$ cat src/rtl/ubt_pkg.sv
package ubt_pkg;
  localparam int UBT_WIDTH = 18;
  localparam int UBT_SYNC  = 2;

  typedef enum logic [1:0] {
    ACT_HOLD    = 2'd0,
    ACT_PASS    = 2'd1,
    ACT_CAPTURE = 2'd2,
    ACT_SKIP    = 2'd3
  } ubt_action_e;
endpackage

$ cat src/rtl/ubt_rise_detect.sv
module ubt_rise_detect #(
  parameter int STAGES = 2
) (
  input  logic clk,
  input  logic rst_n,
  input  logic async_in,
  output logic rise
);
  localparam int LAST = STAGES - 1;

  logic [LAST:0] sync_q;
  logic          prev_q;

  always_ff @(posedge clk) begin
    if (!rst_n) begin
      sync_q <= '0;
      prev_q <= 1'b0;
    end else begin
      sync_q[0] <= async_in;
      for (int i = 1; i < STAGES; i++) sync_q[i] <= sync_q[i-1];
      prev_q <= sync_q[LAST];
    end
  end

  assign rise = sync_q[LAST] & ~prev_q;

  // a detected rise is a single-cycle pulse
  a_r4_single_pulse: assert property (@(posedge clk) disable iff (!rst_n)
    rise |=> !rise);
endmodule

$ cat src/rtl/ubt_path.sv
module ubt_path
  import ubt_pkg::*;
#(
  parameter int W      = UBT_WIDTH,
  parameter int STAGES = UBT_SYNC
) (
  input  logic         clk,
  input  logic         rst_n,
  input  logic [W-1:0] din,
  input  logic         le,
  input  logic         bclk,
  input  logic         ce_n,
  input  logic         oe_n,
  output logic [W-1:0] dout,
  output logic         drive
);
  logic         bclk_rise;
  logic [W-1:0] store_q;
  ubt_action_e  action;

  ubt_rise_detect #(.STAGES(STAGES)) u_rise (
    .clk      (clk),
    .rst_n    (rst_n),
    .async_in (bclk),
    .rise     (bclk_rise)
  );

  function automatic ubt_action_e pick_action(input logic open_l,
                                              input logic edge_seen,
                                              input logic gate_n);
    if (open_l)         return ACT_PASS;
    else if (!edge_seen) return ACT_HOLD;
    else if (!gate_n)   return ACT_CAPTURE;
    else                return ACT_SKIP;
  endfunction

  function automatic logic [W-1:0] out_word(input logic open_l,
                                            input logic [W-1:0] live,
                                            input logic [W-1:0] kept);
    return open_l ? live : kept;
  endfunction

  assign action = pick_action(le, bclk_rise, ce_n);

  always_ff @(posedge clk) begin
    if (!rst_n) store_q <= '0;
    else if (action == ACT_PASS || action == ACT_CAPTURE) store_q <= din;
  end

  assign dout  = out_word(le, din, store_q);
  assign drive = ~oe_n;

  // no rise, latch closed -> stored word steady
  a_r3_hold: assert property (@(posedge clk) disable iff (!rst_n)
    (!le && !bclk_rise) |=> $stable(store_q));
  // enabled edge loads the input
  a_r4_capture: assert property (@(posedge clk) disable iff (!rst_n)
    (!le && bclk_rise && !ce_n) |=> store_q == $past(din));
  // gated edge leaves store alone
  a_r5_gated_edge: assert property (@(posedge clk) disable iff (!rst_n)
    (!le && bclk_rise && ce_n) |=> $stable(store_q));
  // store follows input while open
  a_r6_track_open: assert property (@(posedge clk) disable iff (!rst_n)
    le |=> store_q == $past(din));
endmodule

$ cat src/rtl/ubt_transceiver.sv
module ubt_transceiver
  import ubt_pkg::*;
#(
  parameter int W      = UBT_WIDTH,
  parameter int STAGES = UBT_SYNC
) (
  input  logic         clk,
  input  logic         rst_n,
  input  logic [W-1:0] a_in,
  input  logic [W-1:0] b_in,
  input  logic         le_ab,
  input  logic         clk_ab,
  input  logic         ce_ab_n,
  input  logic         oe_ab_n,
  input  logic         le_ba,
  input  logic         clk_ba,
  input  logic         ce_ba_n,
  input  logic         oe_ba_n,
  output logic [W-1:0] b_out,
  output logic         b_drive,
  output logic [W-1:0] a_out,
  output logic         a_drive
);
  ubt_path #(.W(W), .STAGES(STAGES)) u_ab (
    .clk   (clk),
    .rst_n (rst_n),
    .din   (a_in),
    .le    (le_ab),
    .bclk  (clk_ab),
    .ce_n  (ce_ab_n),
    .oe_n  (oe_ab_n),
    .dout  (b_out),
    .drive (b_drive)
  );

  ubt_path #(.W(W), .STAGES(STAGES)) u_ba (
    .clk   (clk),
    .rst_n (rst_n),
    .din   (b_in),
    .le    (le_ba),
    .bclk  (clk_ba),
    .ce_n  (ce_ba_n),
    .oe_n  (oe_ba_n),
    .dout  (a_out),
    .drive (a_drive)
  );

  // closed A-to-B path with quiet clock keeps B output steady
  a_r9_ab_isolated: assert property (@(posedge clk) disable iff (!rst_n)
    (!le_ab && !$past(le_ab) && $stable(clk_ab) && $past(clk_ab) == clk_ab && !clk_ab
     && $past(rst_n)) |=> $stable(b_out) || le_ab);
endmodule

$ cat config.mk
export PLATFORM = sky130hd
export DESIGN_NAME = ubt_transceiver
export DESIGN_NICKNAME = d
export VERILOG_FILES = /design/src/rtl/ubt_pkg.sv /design/src/rtl/ubt_rise_detect.sv /design/src/rtl/ubt_path.sv /design/src/rtl/ubt_transceiver.sv
export SDC_FILE = /design/constraint.sdc
export NUM_CORES = 1
export LEC_CHECK = 0
export ABC_AREA = 1
export BUFFER_PORTS_ARGS = -buffer_cell sky130_fd_sc_hd__buf_4
export CAP_MARGIN = 20
export CORE_ASPECT_RATIO = 1.25
export CORE_UTILIZATION = 53
export DETAILED_ROUTE_END_ITERATION = 10
export PLACE_DENSITY = 0.83
export REMOVE_ABC_BUFFERS = 1
export SLEW_MARGIN = 30
export SYNTH_ARGS = -nofsm -noshare
export SYNTH_HDL_FRONTEND = slang
export SYNTH_SLANG_ARGS = --single-unit
export TNS_END_PERCENT = 50
$ cat constraint.sdc
create_clock -name clk -period 2.2 [get_ports clk]
set_clock_uncertainty 0.05 [all_clocks]
set_input_delay 0.11 -clock clk [delete_from_list [all_inputs] [get_ports clk]]
set_output_delay 0.11 -clock clk [all_outputs]
set_load 0.05 [all_outputs]
After elaboration in Yosys (flattened, before gate mapping)
Cells that the tools add are included.
{ "totals": {"wordCells": 26, "ff_bits": 42, "inputBits": 46} }
{ "classes": {"eq_ne": 4, "n_mux": 8, "n_bitwise": 6, "reduce_logical": 2} }
{ "ops": {"columns": ["op", "n"], "rows": [
  ["$mux 18", 2],
  ["$mux 2", 4],
  ["$eq 2x1->1 const B", 2],
  ["$eq 2x2->1 const B", 2],
  ["$not 1->1", 4],
  ["$and 1x1->1", 2],
  ["$logic_or 1x1->1", 2],
  ["$mux 1", 2]
]} }

Logic depth before layout (Yosys ltp)
Gate-level depths: netlist of run 1.
{ "depth": {"word_depth": 6, "depth_mapped": 6, "mapped_depth_nobuf": 6} }

Hierarchy
A second synthesis of run 1 with hierarchy kept.
{ "hier_totals": {"cells_unflattened": 342, "hier_area_um2": 2217.1} }
{ "modules_own_cells": {"columns": ["module", "seq_area_each_um2", "area_each_um2", "cells_each", "instances"], "rows": [
  ["ubt_path", 360.3, 1016.0, 160, 2],
  ["ubt_rise_detect", 60.1, 92.6, 11, 2]
]} }

Least setup slack after synthesis of run 1
OpenSTA, ideal clock, no wires.
{ "synth_timing": {"kind": "input-to-output", "startpoint": "input port le_ba", "endpoint": "output port a_out[12]", "required_ns": 2.040, "slack_ns": 0.496, "t_arrival_ns": 1.544, "stages": 4, "path_cell_list": "buf_4 -> inv_4 -> buf_2 -> o21ai_0"} }
{ "synth_via": {"elab_chain_cells": 1} }
{ "synth_lines": {"columns": ["item", "line", "source"], "rows": [
  ["from (decl)", "ubt_transceiver.sv:15", "input logic le_ba,"],
  ["$mux 18", "ubt_path.sv:40", "return open_l ? live : kept;"],
  ["to (decl)", "ubt_transceiver.sv:21", "output logic [W-1:0] a_out,"]
]} }
No other way between the ends.

Worst setup path after layout of run 1
{ "layout_timing": {"startpoint": "input port a_in[2]", "endpoint": "output port b_out[2]"} }
{ "layout_via": {"elab_chain_cells": 1} }
{ "layout_lines": {"columns": ["item", "line", "source"], "rows": [
  ["from (decl)", "ubt_transceiver.sv:9", "input logic [W-1:0] a_in,"],
  ["$mux 18", "ubt_path.sv:40", null],
  ["to (decl)", "ubt_transceiver.sv:19", "output logic [W-1:0] b_out,"]
]} }
No other way between the ends.

==> impl_metrics.yaml, run 1 <==
run_status:
  outcome: "finished clean"
worst_setup_path:
  r2r_slack_ns: 0.95
  worst-setup-path-type: "in -> out"
  worst_reg2reg_path_startpoint: "u_ab.u_rise.sync_q[1]"
  cp.required_ns: 2.04
  worstSetupStartpointType: "primary input"
  cp-end-kind: "primary output"
  worstPathArrival_ns: 1.15
  worst_r2r_path_depth: 4
  worst_r2r_endpoint: "u_ab.store_q[2]"
  worst-path-max-fanout: 2
timing:
  unrepaired_setup_endpoints_after_global_routing: "no"
  timing.final.crit_period_ns: 1.308
  finalCritPeriodShare_pct: 59.46
  setup_viol: 0
  maxClockFrequency_mhz: 764.5
  slew-limit-headroom_pct: 70.33
  final.setup.tns_ns: 0
  smallest_hold_slack_ns: 0.004347
  final_hold_viol_count: 0
  worst_slack_ns: 0.8919
  worstMarginPinSlew_ns: 0.4451
  maxSlewViolCount: 0
floorplanning:
  floorplan.initialDensity_pct: 55.23
  floorplan.rows: 26
  fp.dieW_um: 60.23
  fp.dieH_um: 74.78
  dieArea_um2: 4504
  core-area_um2: 4066
  boundaryPins: 84
yosys:
  yosys_warnings: 0
  post_synth.cell_area_avg_um2: 6.625
  postSynthCellCount: 339
  yosys.cell_types.count: 16
  ys_seq_area_share_pct: 37.44
  synth.ff_latch_count: 42
  post_synth_instance_area_um2: 2246
global_routing:
  grt_antenna_before_repair: 0
  grt_max_degree: 43
  grt_pass1_wl_um: 7458
  grt_remaining_overflow: 0
  grt_overall_usage_pct: 21.69
  first_global_vias: 1807
clock_network:
  cts.reportedPaths.clkPinSlew_ns: 0.07
  cts-root-to-sink-buffers: 2
  cts-hold-fix-buffers: 17
  number_of_levels_in_the_clock_h_tree: 2
  clk-insertion-delay-late_ns: 0.28
  cts_buffers: 5
  post-cts-setup-buffers: 0
  buffer_cell_driving_the_clock_tree_root: "clkbuf_8"
  postCtsResizedCells: 0
  tritoncts: "yes"
  tritoncts_num_sinks: 42
detailed_routing:
  number_of_design_rule_violations_left_after_detail_routing: 0
  detail-route-antenna-nets: 0
  detailedRoute.firstPassIterationCount: 4
  wirelength_um: 4842
  vias_per_cell: 4.791
  post_drt_wl_per_cell_um: 10.11
  num_vias: 2295
  first_iter_violations: 144
final_layout:
  layout.cells.most_common_list: "83 x nand2_1, 83 x buf_4, 47 x inv_1"
  num-fill-cells: 348
  fin_area_um2: 3019
  area.growth.synth_to_final_pct: 34.43
  final-instance-count-excl-fill: 479
  insertedDiodeCount: 0
  final_layout_size_suffix_gt1_share_pct: 24.35
  design.final.nets: 469
place:
  placement.cell_area_um2: 2773
  portBuffers: 83
  place.detailed.hpwl_um: 3101
  gp_weighted_congestion: 0.6832
  preCtsSetupSlack_ns: 0.9792
  place.detailed.instances: 455
hold_path:
  holdPathEnd: "u_ba.store_q[10]"
  holdCritPathClass: "in -> reg"
  hp-start: "b_in[10]"
  worst_hold_path_cells: 3
flow_run:
  maxCapViolations: 0
power_and_ir_drop:
  vdd_ir_drop_max_mv: 0.4289
  powerDensity_nw_per_um2: 626.4
  power_leakage_uw: 0.001588
==> synth_stat cells <==
master / instances / area [um2]
nand3_1: 21 / 105.1
a21oi_1: 31 / 155.2
nand3_2: 10 / 100.1
nand2_1: 83 / 311.6
nor2_1: 41 / 153.9
buf_2: 10 / 50.05
nand3b_4: 1 / 20.02
buf_6: 6 / 67.56
buf_4: 6 / 45.04
nand2_2: 1 / 6.260
inv_4: 2 / 12.51
o21ai_0: 36 / 180.2
nand3_4: 1 / 17.52
inv_1: 47 / 176.4
dfxtp_1: 42 / 840.8
clkbuf_1: 1 / 3.750
==> report_power, final <==
group / switching (uW) / internal, uW / total, uW / leakage (uW)
clock network: 234 / 218 / 452 / 0.0000383
logic: 393 / 217 / 610 / 0.00120
registers: 15.3 / 814 / 829 / 0.000349
==> kinds of logic after synthesis <==
family          after synthesis  synth area share [%]
buf+inv                      72                 15.82
compound gates               67                 14.93
simple gates                158                 31.81
flops                        42                 37.44
==> state kept, by name (all words and copies together) (netlist names) <==
name / count
u_ab.store_q: 18
u_ab.u_rise.prev_q: 1
u_ab.u_rise.sync_q: 2
u_ba.store_q: 18
u_ba.u_rise.prev_q: 1
u_ba.u_rise.sync_q: 2
==> worst max-delay path by stage <==
stage | from | endpoint | slack (ns) | cells past startpoint
after floorplan | u_ab.store_q[10] | b_out[10] | 0.62 | 2
after global placement | u_ba.u_rise.sync_q[1] | u_ba.store_q[13] | 1.03 | 5
after detailed placement | u_ab.u_rise.sync_q[1] | u_ab.store_q[10] | 0.98 | 3
after CTS | a_in[8] | b_out[8] | 0.89 | 5
after global routing | a_in[8] | b_out[8] | 0.83 | 5
final | a_in[2] | b_out[2] | 0.89 | 5
==> layer usage <==
layer | up-vias | share of wire [%] | track usage, % | wire, um
met5 | - | 0 | 0 | 0
met4 | 0 | 1.6 | 8.269 | 76
met3 | 7 | 5.9 | 5.842 | 287
met2 | 67 | 49 | 37.61 | 2354
met1 | 1001 | 44 | 25.13 | 2124
li1 | 1220 | - | - | -
==> final cells by class <==
| type | count | area (um2) | area share, % |
|---|---|---|---|
| clock buffer | 7 | 76.32 | 2.528 |
| inverter | 49 | 188.9 | 6.258 |
| multi-input combinational | 225 | 1050 | 34.77 |
| sequential | 42 | 840.8 | 27.85 |
| tap | 56 | 70.07 | 2.321 |
| timing repair buffer | 100 | 793.3 | 26.27 |
==> metrics by stage <==
step / utilization (%) / power [uW]
detailed placement: 68.18 / 1431
floorplan: - / 1220
CTS: 74.25 / 1909
finish: 74.25 / 1891
global placement: 68.18 / 1419
global route: 74.25 / 1994
==> worst max-delay path: stages <==
cell	delay, ns
dlygate4sd3_1	0.56
buf_4	0.15
nand2_1	0.04
o21ai_0	0.08
buf_4	0.21
Power figures use the tool's default switching activity.
==> run 2: changes to the inputs <==
--- a/config.mk
+++ b/config.mk
@@ -9,9 +9,9 @@
 export BUFFER_PORTS_ARGS = -buffer_cell sky130_fd_sc_hd__buf_4
 export CAP_MARGIN = 20
 export CORE_ASPECT_RATIO = 1.25
-export CORE_UTILIZATION = 53
+export CORE_UTILIZATION = 44
 export DETAILED_ROUTE_END_ITERATION = 10
-export PLACE_DENSITY = 0.83
+export PLACE_DENSITY = 0.74
 export REMOVE_ABC_BUFFERS = 1
 export SLEW_MARGIN = 30
 export SYNTH_ARGS = -nofsm -noshare
==> constraint.sdc (replaced) <==
create_clock -name clk -period 1.12 [get_ports clk]
set_clock_uncertainty 0.05 [all_clocks]
set_input_delay 0.056 -clock clk [delete_from_list [all_inputs] [get_ports clk]]
set_output_delay 0.056 -clock clk [all_outputs]
set_load 0.05 [all_outputs]
==> run 2 against run 1 <==
  * Sequential power rose by 98%
  * Highest routed layer unchanged
  * Largest power group unchanged
  * Final area rose by 17%
  * Sequential share of layout area fell by 3.5 points
  * Critical endpoint is now a_out[1]
==> impl_metrics.yaml, run 2 (synthesis results as in run 1) <==
run_status:
  outcome: "finished clean"
power_and_ir_drop:
  powerDensity_nw_per_um2: 1149
  power_leakage_uw: 0.001791
  vdd_ir_drop_max_mv: 0.7947
  total_power_uw: 4061
worst_setup_path:
  worstSetupStartpointType: "flip-flop"
  cp.required_ns: 1.01
  cp_cell_instances: "inv_1, o21ai_2, buf_6"
  cp-end-kind: "primary output"
  worst-setup-path-type: "reg -> out"
  critical_path.max_stage_delay_ns: 0.32
  timing.critical_path.slowest_stage_cell: "dfxtp_2"
  worst-path-max-fanout: 2
  worstPathArrival_ns: 1.01
global_routing:
  grt_overall_usage_pct: 20.20
  grt_remaining_overflow: 0
  first_global_vias: 2053
  grt_max_degree: 43
  grt_antenna_before_repair: 0
  grt_pass1_wl_um: 8466
timing:
  setup_viol: 0
  worst_slack_ns: 0.006052
  finalCritPeriodShare_pct: 99.46
  maxSlewViolCount: 0
  final_hold_viol_count: 0
  worstMarginPinSlew_ns: 0.4431
  slew-limit-headroom_pct: 70.46
  smallest_hold_slack_ns: 0.02679
  timing.final.crit_period_ns: 1.114
  maxClockFrequency_mhz: 897.7
  unrepaired_setup_endpoints_after_global_routing: "yes"
clock_network:
  buffer_cell_driving_the_clock_tree_root: "clkbuf_8"
  tritoncts_num_sinks: 42
  cts-root-to-sink-buffers: 2
  cts.reportedPaths.clkPinSlew_ns: 0.07
  number_of_levels_in_the_clock_h_tree: 2
  tritoncts: "yes"
  clk-insertion-delay-late_ns: 0.28
  cts_buffers: 5
floorplanning:
  boundaryPins: 84
  dieArea_um2: 5396
  fp.dieH_um: 81.88
  floorplan.initialDensity_pct: 46.45
  fp.dieW_um: 65.90
  floorplan.rows: 28
  core-area_um2: 4835
final_layout:
  final-instance-count-excl-fill: 511
  layout.cells.most_common_list: "83 x nand2_1, 61 x buf_4, 41 x nor2_1"
  insertedDiodeCount: 0
  area.growth.synth_to_final_pct: 57.38
  multiInputGateArea_um2: 1161
  design.final.nets: 496
  final_layout_size_suffix_gt1_share_pct: 37.25
  leading_cell_type_in_the_layout_fill_and_taps_excluded: "nand2_1"
  num-fill-cells: 395
  postLayoutCoreUtil_pct: 73.11
  top_regs: "u_ab.store_q x18, u_ba.store_q x18"
  final-seq-area_um2: 860.8
place:
  place.detailed.instances: 467
  portBuffers: 83
  place.detailed.hpwl_um: 3284
  gp_weighted_congestion: 0.6707
  preCtsSetupSlack_ns: 0.03449
flow_run:
  maxCapViolations: 0
detailed_routing:
  number_of_design_rule_violations_left_after_detail_routing: 0
  num_vias: 2498
  detailedRoute.firstPassIterationCount: 4
  post_drt_wl_per_cell_um: 11.48
  first_iter_violations: 141
  detail-route-antenna-nets: 0
  wirelength_um: 5868
  vias_per_cell: 4.888
hold_path:
  holdCritPathClass: "in -> reg"
## run 2: cell count changes in the layout (fill, tap and decap cells not counted), sizes merged
| cell | delta |
|---|---|
| nand3 | +1 |
| clkinv | +1 |
| buf | +10 |
| dlygate4sd3 | +16 |
## run 2: metal layers
layer	part of all wire (%)	vias to the layer above	GRT usage, %
met3	7.1	5	5.000
met2	51	89	37.04
met1	41	1127	22.22
met5	0	-	0
met4	1.1	0	7.174
li1	-	1277	-
## run 2: stage by stage
step                cell area, um2  setup TNS (ns)
finish                        3535               0
global route                  3535         -0.1762
CTS                           3279               0
detailed placement            2850               0
global placement              2850               0
floorplan                     2079          -13.67
## run 2: area by class of cell
class,count,share of cell area (%)
clock inverters,1,0.1416
flip-flops and latches,42,24.35
clock buffers,7,2.442
multi-input cells,226,32.85
well taps,60,2.124
repair buffers,126,32.74
inverters,49,5.345
## run 2: worst max-delay path: cells and delay by family (launching register included)
family	cells	cell delay [ns]
AO/OA/AOI/OAI	1	0.17
buffers and inverters	2	0.24
flip-flops	1	0.32
## run 2: where the power goes
part           leakage, uW  internal [uW]  switching (uW)
Clock            0.0000482            497             493
Combinational      0.00139            567             862
Sequential        0.000354           1610            35.4
## run 2: worst paths after layout
kind                            depth (start not counted)                   from  slack (ns)               endpoint
worst max register to register                          5     u_ba.u_rise.prev_q        0.06       u_ba.store_q[10]
worst min-delay path                                    5               b_in[16]        0.03       u_ba.store_q[16]
worst max-delay path                                    3        u_ba.store_q[1]       0.006               a_out[1]
worst min register to register                          2  u_ba.u_rise.sync_q[0]        0.37  u_ba.u_rise.sync_q[1]
## run 2: timing repair
item | CTS | global route
buffers inserted | 0 | 2
endpoints found under the setup margin | 24 | 50
pin swaps | 0 | 5
gates resized for setup | 26 | 93
hold endpoints to repair | 33 | 0
hold buffers | 33 | 0
cloned | 0 | 1
==> run 3: changes to the inputs <==
--- a/config.mk
+++ b/config.mk
@@ -9,12 +9,15 @@
 export BUFFER_PORTS_ARGS = -buffer_cell sky130_fd_sc_hd__buf_4
 export CAP_MARGIN = 20
 export CORE_ASPECT_RATIO = 1.25
+export CORE_MARGIN = 3
 export CORE_UTILIZATION = 44
 export DETAILED_ROUTE_END_ITERATION = 10
 export PLACE_DENSITY = 0.74
 export REMOVE_ABC_BUFFERS = 1
+export SETUP_SLACK_MARGIN = 0.05
 export SLEW_MARGIN = 30
 export SYNTH_ARGS = -nofsm -noshare
 export SYNTH_HDL_FRONTEND = slang
+export SYNTH_HIERARCHICAL = 1
 export SYNTH_SLANG_ARGS = --single-unit
 export TNS_END_PERCENT = 50
==> run 3 against run 2 <==
  * Critical path depth did not move
  * Clock-buffer cell count fell by 1
  * Die area rose by 9.9%
  * Routed wire length rose by 19%
  * First-iteration DRC count fell by 14%
  * Register-to-register slack got worse by 0.03 ns
  * Non-clock buffer count rose by 20
  * Flip-flop and latch count did not move
  * Fmax rose by 0.54%
  * Largest cell class is now buffers
==> impl_metrics.yaml, run 3 <==
yosys:
  post_synth_fa_ha_maj_area_fraction_pct: 0
  yosys_warnings: 6
  post_synth_mux_area_share_pct: 0
  post_synth.cell_area_avg_um2: 6.483
  post_synth_instance_area_um2: 2217
  combinational_family_with_the_most_area_after_synthesis: "simple AND/OR/NAND/NOR gates"
  ys_top_cells_by_area: "dfxtp_1 38%, nand2_1 14%, nor2_1 12%"
  synth-main-ff-cell: "dfxtp_1"
  synthSimpleGateAreaFrac_pct: 38.71
  synth.ff_latch_count: 42
  yosys.cell_types.count: 14
  ys_seq_area_share_pct: 37.92
  yosysTopAreaCellShare_pct: 37.92
  synth_async_sr_flop_share_pct: 0
  postSynthCellCount: 342
  post-synth-top-area-cell: "dfxtp_1"
  synth.top_cells.by_count: "80 x nand2_1, 72 x nor2_1, 48 x inv_1"
  synth_xor_xnor_area_share_pct: 0
  edff_count_synth: 0
  post-synth-top-count-cell: "nand2_1"
  synth_compound_area_share_pct: 8.126
worst_setup_path:
  cp.required_ns: 1.01
  timing.critical_path.slowest_stage_cell: "dfxtp_2"
  cp-end-kind: "primary output"
  worstPathArrival_ns: 1.00
  worst_r2r_endpoint: "u_ba/store_q[9]"
  r2r_slack_ns: 0.03
  timing.critical_path.max_delay_family: "flip-flops"
  worst-path-max-fanout: 2
  worst_r2r_path_depth: 7
  critical_path.max_stage_delay_ns: 0.33
  worstSetupStartpointType: "flip-flop"
  critPathBufInv: 2
  cp_cell_instances: "inv_2, o21ai_2, buf_6"
  worst_reg2reg_path_startpoint: "u_ba/u_rise/sync_q[1]"
  worst-setup-path-type: "reg -> out"
power_and_ir_drop:
  vdd_ir_drop_max_mv: 0.9143
  total_power_uw: 4479
  powerDensity_nw_per_um2: 1142
  power_leakage_uw: 0.001980
detailed_routing:
  maxUsedRoutingLayer: "met4"
  met1Wirelength_um: 2682
  dr_wl_met3_um: 366
  wirelength_um: 6995
  num_vias: 2572
  met2_wirelength_um: 3800
  detailedRoute.firstPassIterationCount: 4
  number_of_design_rule_violations_left_after_detail_routing: 0
  post_drt_wl_per_cell_um: 13.07
  first_iter_violations: 121
  detail-route-antenna-nets: 0
  vias_per_cell: 4.807
timing:
  maxSlewViolCount: 0
  final_hold_viol_count: 0
  timing.final.crit_period_ns: 1.108
  finalCritPeriodShare_pct: 98.92
  maxClockFrequency_mhz: 902.6
  worst_slack_ns: 0.01208
  slew-limit-headroom_pct: 70.87
  worstMarginPinSlew_ns: 0.4370
  setup_viol: 0
  unrepaired_setup_endpoints_after_global_routing: "yes"
hold_path:
  holdCritPathClass: "in -> reg"
  hp-start: "b_in[14]"
  worst_hold_path_cells: 5
  holdPathEnd: "u_ba/store_q[14]"
clock_network:
  buffer_cell_driving_the_clock_tree_root: "clkbuf_8"
  tritoncts: "yes"
  tritoncts_num_sinks: 42
  clk-insertion-delay-late_ns: 0.29
  number_of_levels_in_the_clock_h_tree: 2
  cts-root-to-sink-buffers: 2
  cts.reportedPaths.clkPinSlew_ns: 0.08
  cts_buffers: 5
final_layout:
  area.growth.synth_to_final_pct: 76.86
  top_regs: "u_ab/store_q x18, u_ba/store_q x18"
  insertedDiodeCount: 0
  design.final.nets: 521
  layout.cells.most_common_list: "80 x nand2_1, 67 x buf_4, 60 x nor2_1"
  final_layout_size_suffix_gt1_share_pct: 51.79
  leading_cell_type_in_the_layout_fill_and_taps_excluded: "nand2_1"
global_routing:
  grt_pass1_wl_um: 10900
  grt_remaining_overflow: 0
  grt_max_degree: 43
  grt_overall_usage_pct: 22.22
  grt_antenna_before_repair: 0
  first_global_vias: 2471
floorplanning:
  boundaryPins: 84
  dieArea_um2: 5932
  floorplan.initialDensity_pct: 46.19
  floorplan.rows: 28
  fp.dieH_um: 85.37
  core-area_um2: 4800
  fp.dieW_um: 69.49
place:
  place.detailed.hpwl_um: 3761
  preCtsSetupSlack_ns: 0.01765
  gp_weighted_congestion: 0.7600
  portBuffers: 83
flow_run:
  maxCapViolations: 0
run_status:
  outcome: "finished clean"
## run 3: cell count changes after synthesis, moves of 4 or more
| cell | change |
|---|---|
| a21oi_1 | -31 |
| buf_2 | -4 |
| inv_2 | +4 |
| nand3_2 | +6 |
| nor2_1 | +31 |
## run 3: metal layers
layer	vias to the layer above	track usage (%)
met5	-	0
met4	0	7.105
met3	16	4.976
met2	76	42.27
met1	1182	24.09
li1	1298	-
## run 3: how the worst max path moves through the flow
stage               slack [ns]  cells after the start             startpoint          endpoint
global route             -0.04                      3        u_ba/store_q[9]          a_out[9]
finish                    0.01                      3       u_ab/store_q[14]         b_out[14]
CTS                       0.02                      3       u_ba/store_q[17]         a_out[17]
global placement          0.06                      7  u_ba/u_rise/sync_q[1]  u_ba/store_q[12]
floorplan                -0.41                      2        u_ba/store_q[2]          a_out[2]
detailed placement        0.02                      7  u_ab/u_rise/sync_q[1]   u_ab/store_q[4]
## run 3: kinds of logic (layout without fill, tap and decap cells)
| group | after synthesis | after routing |
|---|---|---|
| AO/OA/AOI/OAI | 36 | 36 |
| AND/OR/NAND/NOR | 192 | 192 |
| buffers and inverters | 72 | 205 |
| flip-flops | 42 | 42 |
## run 3: metrics by stage
stage | hold WS, ns | util [%] | TNS [ns] | std cells | area, um2
finish | 0.03411 | 81.70 | 0 | 535 | 3921
global placement | 0.1925 | 59.59 | 0 | 475 | 2860
floorplan | 0.09945 | - | -15.97 | 322 | 2074
global route | 0.08600 | 81.70 | -0.3791 | 535 | 3921
detailed placement | 0.1954 | 59.59 | 0 | 475 | 2860
CTS | 0.03025 | 76.80 | 0 | 528 | 3686
## run 3: tightest hold or removal path: stages
cell	delay [ns]
buf_4	0.08
inv_1	0.04
nand2_1	0.06
nand2_1	0.04
nor2_1	0.07
## run 3: cell type report
cell class	instances	area, um2
sequential	42	869.6
clock buffer	6	82.58
timing repair buffer	146	1374
clock inverter	1	30.03
tap	60	75.07
fill	290	878.3
multi-input combinational	228	1280
inverter	52	210.2
## run 3: power by group
part / internal, uW / switching [uW]
combinational: 675 / 950
clock: 713 / 490
sequential: 1610 / 39.8
total: 3000 / 1480
## run 3: timing repair
item / 4_1_cts / 5_1_grt
endpoints found under the setup margin: 70 / 70
pin swaps: 12 / 43
hold endpoints to repair: 36 / 0
setup buffers: 10 / 6
cloned: 0 / 1
hold buffers: 36 / 0
resized for setup: 126 / 67
